## config.mk

```make
export PLATFORM = sky130hd
export DESIGN_NAME = sgr_cmd_front
export DESIGN_NICKNAME = d
export VERILOG_FILES = /design/src/rtl/sgr_cmd_pkg.sv /design/src/rtl/sgr_cmd_dec.sv /design/src/rtl/sgr_cke_ctl.sv /design/src/rtl/sgr_bank_track.sv /design/src/rtl/sgr_cmd_front.sv
export SDC_FILE = /design/constraint.sdc
export NUM_CORES = 1
export LEC_CHECK = 0
export ABC_AREA = 1
export BUFFER_PORTS_ARGS = -buffer_cell sky130_fd_sc_hd__buf_4
export CAP_MARGIN = 20
export CORE_ASPECT_RATIO = 2
export CORE_MARGIN = 4
export CORE_UTILIZATION = 49
export DETAILED_ROUTE_END_ITERATION = 7
export GPL_TIMING_DRIVEN = 0
export PLACE_DENSITY = 0.75
export SYNTH_ARGS = -nofsm -noshare
export SYNTH_HDL_FRONTEND = slang
export SYNTH_SLANG_ARGS = --single-unit
export TNS_END_PERCENT = 1
```

## constraint.sdc

```tcl
create_clock -name clk -period 2 [get_ports clk]
set_clock_uncertainty 0.05 [all_clocks]
set_input_delay 0.2 -clock clk [delete_from_list [all_inputs] [get_ports clk]]
set_output_delay 0.2 -clock clk [all_outputs]
set_load 0.05 [all_outputs]
```

## src/rtl/sgr_cmd_pkg.sv

```systemverilog
package sgr_cmd_pkg;

    typedef enum logic [3:0] {
        OP_DESEL,
        OP_NOP,
        OP_ACT,
        OP_RD,
        OP_WR,
        OP_PRE,
        OP_REF,
        OP_MRS,
        OP_BAD
    } op_e;

    typedef struct packed {
        logic cs_n;
        logic ras_n;
        logic cas_n;
        logic we_n;
        logic fn;
    } pins_t;

    typedef struct packed {
        logic act;
        logic rd;
        logic wr;
        logic pre;
        logic refr;
        logic mrs;
        logic bad;
    } strobe_t;

    // Pin pattern to operation; fn must be low for every standard command.
    function automatic op_e classify(pins_t p);
        op_e op;
        if (p.cs_n) begin
            op = OP_DESEL;
        end else if ({p.ras_n, p.cas_n, p.we_n} == 3'b111) begin
            op = OP_NOP;
        end else if (p.fn) begin
            op = OP_BAD;
        end else begin
            unique case ({p.ras_n, p.cas_n, p.we_n})
                3'b011:  op = OP_ACT;
                3'b101:  op = OP_RD;
                3'b100:  op = OP_WR;
                3'b010:  op = OP_PRE;
                3'b001:  op = OP_REF;
                3'b000:  op = OP_MRS;
                default: op = OP_BAD;
            endcase
        end
        return op;
    endfunction

    function automatic strobe_t op_to_strobe(op_e op);
        strobe_t s;
        s      = '0;
        s.act  = (op == OP_ACT);
        s.rd   = (op == OP_RD);
        s.wr   = (op == OP_WR);
        s.pre  = (op == OP_PRE);
        s.refr = (op == OP_REF);
        s.mrs  = (op == OP_MRS);
        return s;
    endfunction

    function automatic logic is_command(op_e op);
        return (op != OP_DESEL) && (op != OP_NOP);
    endfunction

endpackage

```

## src/rtl/sgr_cmd_dec.sv

```systemverilog
module sgr_cmd_dec
    import sgr_cmd_pkg::*;
(
    input  pins_t pins_i,
    output op_e   op_o
);
    always_comb begin
        op_o = classify(pins_i);
    end
endmodule

```

## src/rtl/sgr_cke_ctl.sv

```systemverilog
module sgr_cke_ctl (
    input  logic clk,
    input  logic rst,
    input  logic clk_en,
    input  logic idle_after_i,
    output logic accept_o,
    output logic pdn_o,
    output logic susp_o
);
    logic frozen_q;
    logic pdn_q;

    // An edge is accepted unless clock-enable was low on the previous edge
    // and is still low now; a high sample ends any freeze on that edge.
    always_comb begin
        accept_o = !frozen_q || clk_en;
    end

    always_ff @(posedge clk) begin
        if (rst) begin
            frozen_q <= 1'b0;
            pdn_q    <= 1'b0;
        end else begin
            frozen_q <= !clk_en;
            if (clk_en) begin
                pdn_q <= 1'b0;
            end else if (accept_o) begin
                pdn_q <= idle_after_i;
            end
        end
    end

    always_comb begin
        pdn_o  = pdn_q;
        susp_o = frozen_q && !pdn_q;
    end
endmodule

```

## src/rtl/sgr_bank_track.sv

```systemverilog
module sgr_bank_track #(
    parameter int BANK_W = 1,
    localparam int NBANK = 2 ** BANK_W
) (
    input  logic              clk,
    input  logic              rst,
    input  logic              open_i,
    input  logic              close_i,
    input  logic [BANK_W-1:0] sel_i,
    output logic [NBANK-1:0]  active_q_o,
    output logic [NBANK-1:0]  active_d_o
);
    for (genvar g = 0; g < NBANK; g++) begin : g_bank
        logic hit;
        logic state_q;

        always_comb begin
            hit = (sel_i == BANK_W'(g));
            if (hit && open_i) begin
                active_d_o[g] = 1'b1;
            end else if (hit && close_i) begin
                active_d_o[g] = 1'b0;
            end else begin
                active_d_o[g] = state_q;
            end
        end

        always_ff @(posedge clk) begin
            if (rst) begin
                state_q <= 1'b0;
            end else begin
                state_q <= active_d_o[g];
            end
        end

        always_comb begin
            active_q_o[g] = state_q;
        end
    end
endmodule

```

## src/rtl/sgr_cmd_front.sv

```systemverilog
module sgr_cmd_front
    import sgr_cmd_pkg::*;
#(
    parameter int ADDR_W = 10,
    parameter int ROW_W  = 9,
    parameter int COL_W  = 8,
    localparam int BANK_W = ADDR_W - ROW_W,
    localparam int NBANK  = 2 ** BANK_W
) (
    input  logic              clk,
    input  logic              rst,
    input  logic              clk_en,
    input  logic              chip_sel_n,
    input  logic              row_cmd_n,
    input  logic              col_cmd_n,
    input  logic              wr_cmd_n,
    input  logic              spec_fn,
    input  logic [ADDR_W-1:0] addr_i,
    output logic              act_o,
    output logic              rd_o,
    output logic              wr_o,
    output logic              pre_o,
    output logic              ref_o,
    output logic              mrs_o,
    output logic              illegal_o,
    output logic [BANK_W-1:0] bank_o,
    output logic [ROW_W-1:0]  row_o,
    output logic [COL_W-1:0]  col_o,
    output logic [ADDR_W-1:0] mode_o,
    output logic              mode_vld_o,
    output logic [NBANK-1:0]  bank_active_o,
    output logic              pwr_down_o,
    output logic              clk_susp_o
);
    pins_t             pins;
    op_e               op;
    logic              accept;
    logic [BANK_W-1:0] sel;
    logic [NBANK-1:0]  act_q;
    logic [NBANK-1:0]  act_d;
    logic              sel_open;
    logic              all_closed;
    logic              allowed;
    logic              issue;
    logic              legal;
    strobe_t           stb_d;
    strobe_t           stb_q;
    logic [BANK_W-1:0] bank_q;
    logic [ROW_W-1:0]  row_q;
    logic [COL_W-1:0]  col_q;
    logic [ADDR_W-1:0] mode_q;
    logic              vld_q;

    always_comb begin
        pins = '{cs_n: chip_sel_n, ras_n: row_cmd_n, cas_n: col_cmd_n,
                 we_n: wr_cmd_n, fn: spec_fn};
        sel  = addr_i[ADDR_W-1 -: BANK_W];
    end

    sgr_cmd_dec u_dec (
        .pins_i (pins),
        .op_o   (op)
    );

    // State checks against the banks as they stand before this edge.
    always_comb begin
        sel_open   = act_q[sel];
        all_closed = (act_q == '0);
        unique case (op)
            OP_ACT:         allowed = !sel_open;
            OP_RD, OP_WR:   allowed = sel_open;
            OP_PRE:         allowed = 1'b1;
            OP_REF, OP_MRS: allowed = all_closed;
            default:        allowed = 1'b0;
        endcase
        issue = accept && is_command(op);
        legal = issue && allowed;
        stb_d = legal ? op_to_strobe(op) : '0;
        stb_d.bad = issue && !allowed;
    end

    sgr_bank_track #(.BANK_W(BANK_W)) u_banks (
        .clk        (clk),
        .rst        (rst),
        .open_i     (stb_d.act),
        .close_i    (stb_d.pre),
        .sel_i      (sel),
        .active_q_o (act_q),
        .active_d_o (act_d)
    );

    sgr_cke_ctl u_cke (
        .clk          (clk),
        .rst          (rst),
        .clk_en       (clk_en),
        .idle_after_i (act_d == '0),
        .accept_o     (accept),
        .pdn_o        (pwr_down_o),
        .susp_o       (clk_susp_o)
    );

    always_ff @(posedge clk) begin
        if (rst) begin
            stb_q  <= '0;
            bank_q <= '0;
            row_q  <= '0;
            col_q  <= '0;
            mode_q <= '0;
            vld_q  <= 1'b0;
        end else begin
            stb_q <= stb_d;
            if (stb_d.act || stb_d.rd || stb_d.wr || stb_d.pre) begin
                bank_q <= sel;
            end
            if (stb_d.act) begin
                row_q <= addr_i[ROW_W-1:0];
            end
            if (stb_d.rd || stb_d.wr) begin
                col_q <= addr_i[COL_W-1:0];
            end
            if (stb_d.mrs) begin
                mode_q <= addr_i;
                vld_q  <= 1'b1;
            end
        end
    end

    always_comb begin
        act_o         = stb_q.act;
        rd_o          = stb_q.rd;
        wr_o          = stb_q.wr;
        pre_o         = stb_q.pre;
        ref_o         = stb_q.refr;
        mrs_o         = stb_q.mrs;
        illegal_o     = stb_q.bad;
        bank_o        = bank_q;
        row_o         = row_q;
        col_o         = col_q;
        mode_o        = mode_q;
        mode_vld_o    = vld_q;
        bank_active_o = act_q;
    end
endmodule

```

==> results of run 1 <==
## synth_stat cells
library cell / number
o211ai_1: 1
inv_2: 1
dfxtp_1: 40
nor4_2: 1
o21ai_0: 2
nand3_2: 1
inv_1: 15
nor2_2: 1
nand3_1: 23
nand2_2: 2
o21ai_2: 1
a21oi_1: 29
nand4_1: 12
clkbuf_1: 8
nor3_1: 3
nand2_1: 54
nor4_1: 1
buf_4: 5
nor2_4: 1
nor2_1: 18
buf_6: 1
o31ai_1: 2
a21boi_2: 1
## cell usage in the layout, fill, tap and decap left out
cell	instances
nor2_4	1
o31ai_1	2
buf_4	62
o211ai_1	1
buf_1	1
inv_2	1
inv_1	15
o21ai_0	2
nor4_1	1
buf_6	1
nor3_1	3
bufinv_16	1
nand2_1	54
nand3_2	1
a21boi_2	1
nor4_2	1
nor2_1	18
nor2_2	1
clkinvlp_4	1
o21ai_2	1
nand3_1	23
dfxtp_1	40
clkbuf_2	1
a21oi_1	29
nand2_2	2
clkinv_2	1
nand4_1	12
clkbuf_1	6
clkbuf_8	5
## stage by stage
| stage | worst slack (ns) | hold WS, ns | TNS, ns |
|---|---|---|---|
| finish | 0.174 | 0.0343 | 0 |
| global route | 0.00175 | 0.0398 | 0 |
| CTS | 0.179 | 0.0327 | 0 |
| detailed placement | -0.119 | 0.337 | -1.83 |
| global placement | -0.0993 | 0.337 | -1.41 |
| floorplan | 0.312 | 0.228 | 0 |
## path summary, 6_finish.rpt
kind	from	endpoint	slack, ns	depth (start not counted)
setup / recovery	wr_cmd_n	mode_o[3]$_SDFFE_PP0P_	0.17	14
hold / removal	rst	u_cke.frozen_q$_SDFF_PP0_	0.03	2
setup reg to reg	u_banks.g_bank[1].state_q$_SDFF_PP0_	mode_o[3]$_SDFFE_PP0P_	0.28	9
hold reg to reg	col_o[2]$_SDFFE_PP0P_	col_o[2]$_SDFFE_PP0P_	0.41	2
## kinds of logic after synthesis
kind of cell    after synthesis  share of synthesized area, %
buf+inv                      30                          8.31
compound gates               36                          11.8
simple gates                117                          32.0
flops                        40                          47.9
## per-layer routing
layer | track usage (%) | vias to the layer above | wire length, µm
met5 | 0 | - | 0
met4 | 10.9 | 0 | 109
met3 | 3.97 | 8 | 275
met2 | 42.7 | 72 | 2640
met1 | 21.1 | 795 | 1530
li1 | - | 869 | -
## state kept, by name, summed over array words and instances, names as in the netlist, 2 cells and up
signal	cells
col_o	8
mode_o	10
row_o	9
u_banks.g_bank.state_q	2
## area by class of cell
type,count,area share (%)
Clock buffer,5,3.06
Buffer,14,3.56
Timing Repair Buffer,57,19.0
Clock inverter,3,1.89
Sequential cell,40,35.6
Tap cell,31,1.72
Multi-Input combinational cell,153,32.5
Inverter,16,2.67
## power by group through the flow
stage	sequential, mW	clock [mW]	combinational, mW
after floorplan	0.833	0	0.0694
after global placement	0.821	0	0.143
after detailed placement	0.821	0	0.144
after CTS	0.802	0.656	0.145
after global routing	0.803	0.696	0.159
final	0.802	0.648	0.146
==> metrics, run 1 <==
post-synth top area share between 40% and 50%; Post-CTS Hold Buffers 0; die area ~4500 µm²; worst skew pair latency a little under 0.3 ns; Routed Antenna Nets 0; number of port buffers 57; Fmax between 500 and 600 MHz; startpoint types primary input; crit-path max cell delay ~0.28 ns; nets between 300 and 400; syn_area_per_cell about 7.5 µm²; Cells after Synth around 220; initial antenna violation count 0; Final Cycle Share between 90% and 100%; Sw Ratio about a quarter; Worst Path Required 2.10 ns; sequential share of the synthesized area 47.9%; CP max FO 10; first-pass GRT wire length between 7000 and 8000 µm; Final setup viols 0; clock group share of total power between 40% and 50%; status finished clean; drt wl/cell 14.3 µm; worst slew pin tran 0.550 ns; row cnt 29; critical path arrival ~1.9 ns; GRT Overall Usage around 22%; leakage about 1 nW; GPL Wtd Cong 0.827; root buffer cell clkbuf_8; Yosys top cell by area dfxtp_1; Internal Dissipation roughly 1.2 mW; Setup Buffers After CTS 0; vias per inst ~5.5; die width 49.3 µm; RSZ-0062 raised after global routing no; Util after Layout a little over two thirds; dominant cells by area after synthesis dfxtp_1, nand2_1, a21oi_1; clock-pin slew on the worst setup and hold paths approximately 0.08 ns; total wire length about 4500 µm; area of the mapped netlist 1670 µm²; share of layout cells above drive strength 1 28.1%; clock buffer count from CTS 5; H-tree lvl count 2; DRC 0; Die Y about 90 µm; Pwr Total ~1.6 mW; WP buf/inv 2; max-cap viol count 0; worst-path cell chain buf_4 -> nand3_1 -> nand2_2 -> nor2_4 -> nand2_1 -> nor2_2 -> nand2_1 -> nand2_1 -> nand2_1 -> a21boi_2 -> nand3_1 -> buf_4 -> nand2_1 -> a21oi_1; largest net degree at the start of global routing 14; slowest cell on the critical path a21boi_2; min cycle time layout 1.83 ns; WS Path Type primary input to flip-flop; Starting Density 51.8%; worst hold path class primary input to flip-flop; total number of vias ~1700; number of global-route vias before repair 1685; DRT iter0 DRCs 62; post-synthesis cell type count 23; post-synth net total ~240; Post-Place Cells between 300 and 400; sequential cell area 801 µm²; final hold violation count 0; fin cells roughly 320; relative slew slack 63.3%; Top cell by count, worst path nand2_1; post-DP HPWL between 3000 and 4000 µm; FF+latch count, synth 40; DRT Pass-1 Iters 4; clk sinks 40; GR Overflow Total 0; Comb pwr share about 9.1%; fillers between 300 and 400; CP Capture Type flip-flop; Seq pwr share between 50% and 60%; fin area 2250 µm²; IO Pins between 50 and 60; CTS tree done; Core Footprint 3230 µm²; Max Slew Vio Count 0; placed inst area between 2000 and 2500 µm²; multi-input logic area around 730 µm²; CP top delay family simple AND/OR/NAND/NOR gates; ANT cells 0; post-cts resize count 0; yosys warns 0; Max Root-Sink Buffers 2; area delta synth->final 34.7%; pwr/cell area about 700 nW/µm²; sw power about 0.38 mW; worst vdd ir between 0.5 and 0.6 mV
No activity file was read; power rests on OpenSTA's default activity.
==> inputs of run 2 (changes only) <==
Settings changed: CORE_UTILIZATION 49 to 52, PLACE_DENSITY 0.75 to 0.8, SLEW_MARGIN set to 20.
Clock period 2 ns to 2.3 ns, I/O delays scaled along.
==> metrics, run 2 (synthesis gave the netlist of run 1 again) <==
CP Launch Point wr_cmd_n; fillers 258 (-15%); largest net degree at the start of global routing 13 (-1); commonest non-fill, non-tap cell in the layout buf_4; relative slew slack 63.9% (+0.55 points); Setup Buffers After CTS 0 (unchanged); initial antenna violation count 0 (unchanged); met2 Use GR 41.3% (-1.5 points); final hold violation count 0 (unchanged); Starting Density 55.5% (+3.7 points); most frequent cells in the layout buf_4, nand2_1, dfxtp_1, a21oi_1, nand3_1; Post-CTS Hold Buffers 0 (unchanged); post-cts resize count 0 (unchanged); reg-to-reg endpoint mode_o[7]$_SDFFE_PP0P_; Post-Place Cells 310 (-0.32%); max reg flops 10 (unchanged); FF-to-FF Start u_banks.g_bank[1].state_q$_SDFF_PP0_; Pwr Total 1.38 mW (-14%); max-cap viol count 0 (unchanged); critical path arrival 2.03 ns (+0.10 ns); first-pass GRT wire length 6840 µm (-11%); drt wl/cell 13.8 µm (-3.5%); Place WS 0.108 ns (+0.227 ns); most crowded layer after global routing met2; nets 305 (unchanged); CP Capture Type flip-flop; Worst Path Required 2.41 ns (+0.31 ns); CP top delay family simple AND/OR/NAND/NOR gates; share of layout cells above drive strength 1 27.4% (-0.69 points); Final setup viols 0 (unchanged); total wire length 4370 µm (-3.8%); area delta synth->final 34.3%; post-DP HPWL 3450 µm (-1.9%); RSZ-0062 raised after global routing no; number of port buffers 57 (unchanged); final worst slack 0.378 ns (+0.204 ns); WS Path Type primary input to flip-flop; Routed Antenna Nets 0 (unchanged); row cnt 28 (-3.4%); die width 48.1 µm (-2.5%); number of global-route vias before repair 1584 (-6.0%); worst slew pin tran 0.542 ns (-0.00829 ns); CTS tree done; FF-to-FF setup slack 0.51 ns (+0.23 ns); worst vdd ir 0.428 mV (-22%); Final Cycle Share about 84%; GRT Overall Usage 23.0% (+0.87 points); worst hold path class primary input to flip-flop; ANT cells 0 (unchanged); vias per inst 5.29 (-3.2%); root buffer cell clkbuf_8; fin cells 318 (-0.31%); Reg2Reg Depth 9 (unchanged); DRC 0 (unchanged); crit-path max cell delay 0.29 ns (about the same); startpoint types primary input; met3 Use GR 4.73% (+0.77 points); IO Pins 58 (unchanged); GPL Wtd Cong 0.894 (+8.0%); H-tree lvl count 2 (unchanged); Hold Crit Depth 2 (unchanged); TNS Setup 0 ns (unchanged); min cycle time layout roughly 1.9 ns; Hold EP u_cke.frozen_q$_SDFF_PP0_; WP buf/inv 2 (unchanged); Top cell by count, worst path nand2_1; DRT Pass-1 Iters 4 (unchanged); worst skew pair latency 0.29 ns (about the same); slowest cell on the critical path a21boi_2; pwr/cell area 614 nW/µm² (-13%); die area 4240 µm² (-5.1%); GR Overflow Total 0 (unchanged); Fmax ~520 MHz; worst-path cell chain buf_4 -> nand3_1 -> nand2_2 -> nor2_4 -> nand2_1 -> nor2_2 -> nand2_1 -> nand2_1 -> nand2_1 -> a21boi_2 -> nand3_1 -> buf_4 -> nand2_1 -> a21oi_1; clock-pin slew on the worst setup and hold paths 0.07 ns (about the same); Core Footprint 3010 µm² (-6.7%); clk sinks 40 (unchanged); total number of vias 1683 (-3.5%); leakage 1.02 nW (-0.23%); Max Slew Vio Count 0 (unchanged); GR Layer Usage met1 21.8% (+0.71 points); Max Root-Sink Buffers 2 (unchanged); status finished clean; clock buffer count from CTS 5 (unchanged); Util after Layout 74.5% (+4.8 points); hold_sp rst; Die Y 88.2 µm (-2.7%); CP max FO 10 (unchanged); DRT iter0 DRCs 39 (-37%)
run 2: changes by cell type in the layout (fill, tap and decap cells not counted), sizes merged:
| cell | before | now |
|---|---|---|
| clkinvlp | 1 | 0 |
| buf | 64 | 63 |
| clkbuf | 12 | 14 |
run 2: power by group:
group / total [mW] / switching (mW) / internal (mW)
clock: 0.555 / 0.234 / 0.322
combinational: 0.126 / 0.0833 / 0.0425
sequential: 0.698 / 0.00183 / 0.696
run 2: worst max-delay path by stage:
stage / cells past startpoint / to / slack [ns]
CTS: 14 / mode_o[7]$_SDFFE_PP0P_ / 0.39
global placement: 14 / mode_o[3]$_SDFFE_PP0P_ / 0.16
floorplan: 13 / mode_o[0]$_SDFFE_PP0P_ / 0.58
finish: 14 / mode_o[7]$_SDFFE_PP0P_ / 0.38
global route: 14 / mode_o[6]$_SDFFE_PP0P_ / 0.26
detailed placement: 14 / row_o[2]$_SDFFE_PP0P_ / 0.11
run 2: cell type report:
class                   count  area (µm²)  share of cell area [%]
flip-flops and latches     40         801                    35.7
multi-input cells         153         732                    32.6
repair buffers             57         428                    19.1
plain buffers              14        78.8                    3.51
clock buffers               6        72.6                    3.23
inverters                  16        60.1                    2.68
well taps                  30        37.5                    1.67
clock inverters             2        35.0                    1.56
run 2: routing by layer:
layer,up-vias,wire [µm]
li1,863,-
met1,742,1470
met2,60,2430
met3,18,289
met4,0,182
met5,-,0
run 2: stage by stage:
stage	area, µm²	hold WS (ns)
after detailed placement	2140	0.367
after floorplan	1670	0.258
after global routing	2240	0.0729
final	2240	0.0645
after global placement	2140	0.364
after CTS	2240	0.0601
run 2: worst register-to-register path, stage by stage, from the launching register on:
cell,delay (ns)
dfxtp_1,0.35
nand2_1,0.08
nand2_1,0.07
nor3_1,0.19
nor2_1,0.10
a21boi_2,0.28
nand3_1,0.19
buf_4,0.22
nand2_1,0.07
a21oi_1,0.06
==> inputs of run 3 (changes only) <==
Settings changed: CORE_UTILIZATION 52 to 49, PLACE_DENSITY 0.8 to 0.75.
Clock period 2.3 ns to 1.95 ns, I/O delays scaled along.
==> metrics, run 3 (synthesis gave the netlist of run 1 again) <==
status finished clean; number of global-route vias before repair 1685 (+6.4%); GR Layer Usage met1 21.1% (-0.71 points); GPL Wtd Cong 0.827 (-7.4%); RSZ-0062 raised after global routing no; Max Slew Vio Count 0 (unchanged); clock-pin slew on the worst setup and hold paths 0.07 ns (about the same); CP Capture Type flip-flop; post-DP HPWL 3520 µm (+1.9%); most frequent cells in the layout buf_4, nand2_1, dfxtp_1, a21oi_1, nand3_1; Final setup viols 0 (unchanged); area delta synth->final 35.2%; Starting Density 51.8% (-3.7 points); row cnt 29 (+3.6%); WS Path Type primary input to flip-flop; sequential cell area 801 µm² (unchanged); IO Pins 58 (unchanged); drt wl/cell 14.2 µm (+2.9%); final hold violation count 0 (unchanged); commonest non-fill, non-tap cell in the layout buf_4; Routed Antenna Nets 0 (unchanged); GRT Overall Usage 22.1% (-0.87 points); worst skew pair latency 0.29 ns (about the same); Die Y 90.6 µm (+2.7%); fillers 303 (+17%); share of layout cells above drive strength 1 28.5% (+1.0 points); met2 Use GR 42.7% (+1.5 points); worst vdd ir 0.567 mV (+32%); GR Overflow Total 0 (unchanged); critical path arrival 1.88 ns (-0.15 ns); DRC 0 (unchanged); max reg flops 10 (unchanged); Fmax 561 MHz; die width 49.3 µm (+2.5%); fin area 2260 µm² (+0.67%); leakage 1.02 nW (+0.90%); Worst Path Required 2.05 ns (-0.36 ns); Setup Buffers After CTS 0 (unchanged); CTS tree done; worst hold path class primary input to flip-flop; Max Root-Sink Buffers 2 (unchanged); largest net degree at the start of global routing 14 (+1); nets 305 (unchanged); most crowded layer after global routing met2; relative slew slack 63.7% (-0.15 points); CP max FO 10 (unchanged); pwr/cell area 724 nW/µm² (+18%); worst hold slack 0.0321 ns (-0.0324 ns); met3 Use GR 3.97% (-0.77 points); min cycle time layout 1.78 ns; worst slew pin tran 0.544 ns (+0.00228 ns); Final Cycle Share 91.4%; multi-input logic area 739 µm² (+1.0%); startpoint types primary input; DRT Pass-1 Iters 4 (unchanged); first-pass GRT wire length 7700 µm (+13%); initial antenna violation count 0 (unchanged); root buffer cell clkbuf_8; placed inst area 2140 µm² (about the same); clock buffer count from CTS 5 (unchanged); H-tree lvl count 2 (unchanged); ANT cells 0 (unchanged); DRT iter0 DRCs 73 (+87%); max-cap viol count 0 (unchanged); number of port buffers 57 (unchanged); die area 4470 µm² (+5.3%); clk sinks 40 (unchanged); vias per inst 5.45 (+3.1%); Core Footprint 3230 µm² (+7.2%); total wire length 4520 µm (+3.3%); total number of vias 1740 (+3.4%)
==> run 3: cell types whose count changed in the layout (fill, tap and decap cells not counted), sizes merged <==
cell,delta
clkinvlp,+1
clkbuf,-1
==> run 3: critical path: stages <==
cell      delay [ns]
buf_4           0.12
nand3_1         0.11
nand2_2         0.10
nor2_4          0.12
nand2_1         0.07
nor2_2          0.13
nand2_1         0.09
nand2_1         0.09
nand2_1         0.11
a21boi_4        0.24
nand3_1         0.15
buf_4           0.21
nand2_1         0.07
a21oi_1         0.06
==> run 3: area by class of cell <==
type	count	area share, %
buffer	14	3.60
inverter	16	2.66
sequential	40	35.4
clock inverter	3	1.88
timing repair buffer	57	18.9
tap	31	1.72
clock buffer	5	3.05
multi-input combinational	153	32.7
==> run 3: report_power, final <==
part / total, mW / internal (mW) / leakage [nW] / switching (mW)
Clock: 0.662 / 0.378 / 0.0541 / 0.284
Sequential: 0.823 / 0.821 / 0.323 / 0.00206
Combinational: 0.151 / 0.0514 / 0.648 / 0.0994
Total: 1.64 / 1.25 / 1.02 / 0.385
==> run 3: path summary, 6_finish.rpt <==
path / start / cells after the start / endpoint / slack [ns]
hold / removal: rst / 2 / u_cke.frozen_q$_SDFF_PP0_ / 0.03
setup / recovery: wr_cmd_n / 14 / mode_o[3]$_SDFFE_PP0P_ / 0.17
hold reg to reg: col_o[6]$_SDFFE_PP0P_ / 2 / col_o[6]$_SDFFE_PP0P_ / 0.41
setup reg to reg: u_banks.g_bank[1].state_q$_SDFF_PP0_ / 9 / mode_o[3]$_SDFFE_PP0P_ / 0.30
==> run 3: timing repair <==
| item | CTS | global route |
|---|---|---|
| setup endpoints to repair | 0 | 25 |
| hold buffers | 0 | 0 |
| gates resized for setup | 0 | 5 |
==> run 3: metrics by stage <==
stage                     total power, mW  utilization [%]  setup TNS (ns)  setup WS [ns]  cells
after CTS                            1.64             69.7               0          0.134    319
final                                1.64             70.0               0          0.168    319
after global routing                 1.70             70.0               0        0.00160    319
after floorplan                     0.926                -               0          0.267    223
after global placement              0.989             66.2           -2.67         -0.144    311
after detailed placement            0.990             66.2           -3.09         -0.164    311
==> run 3: metal layers <==
metal | part of all wire [%] | wire length (µm)
met3 | 5.1 | 231
met2 | 59 | 2640
met4 | 2.5 | 115
met5 | 0 | 0
met1 | 34 | 1520
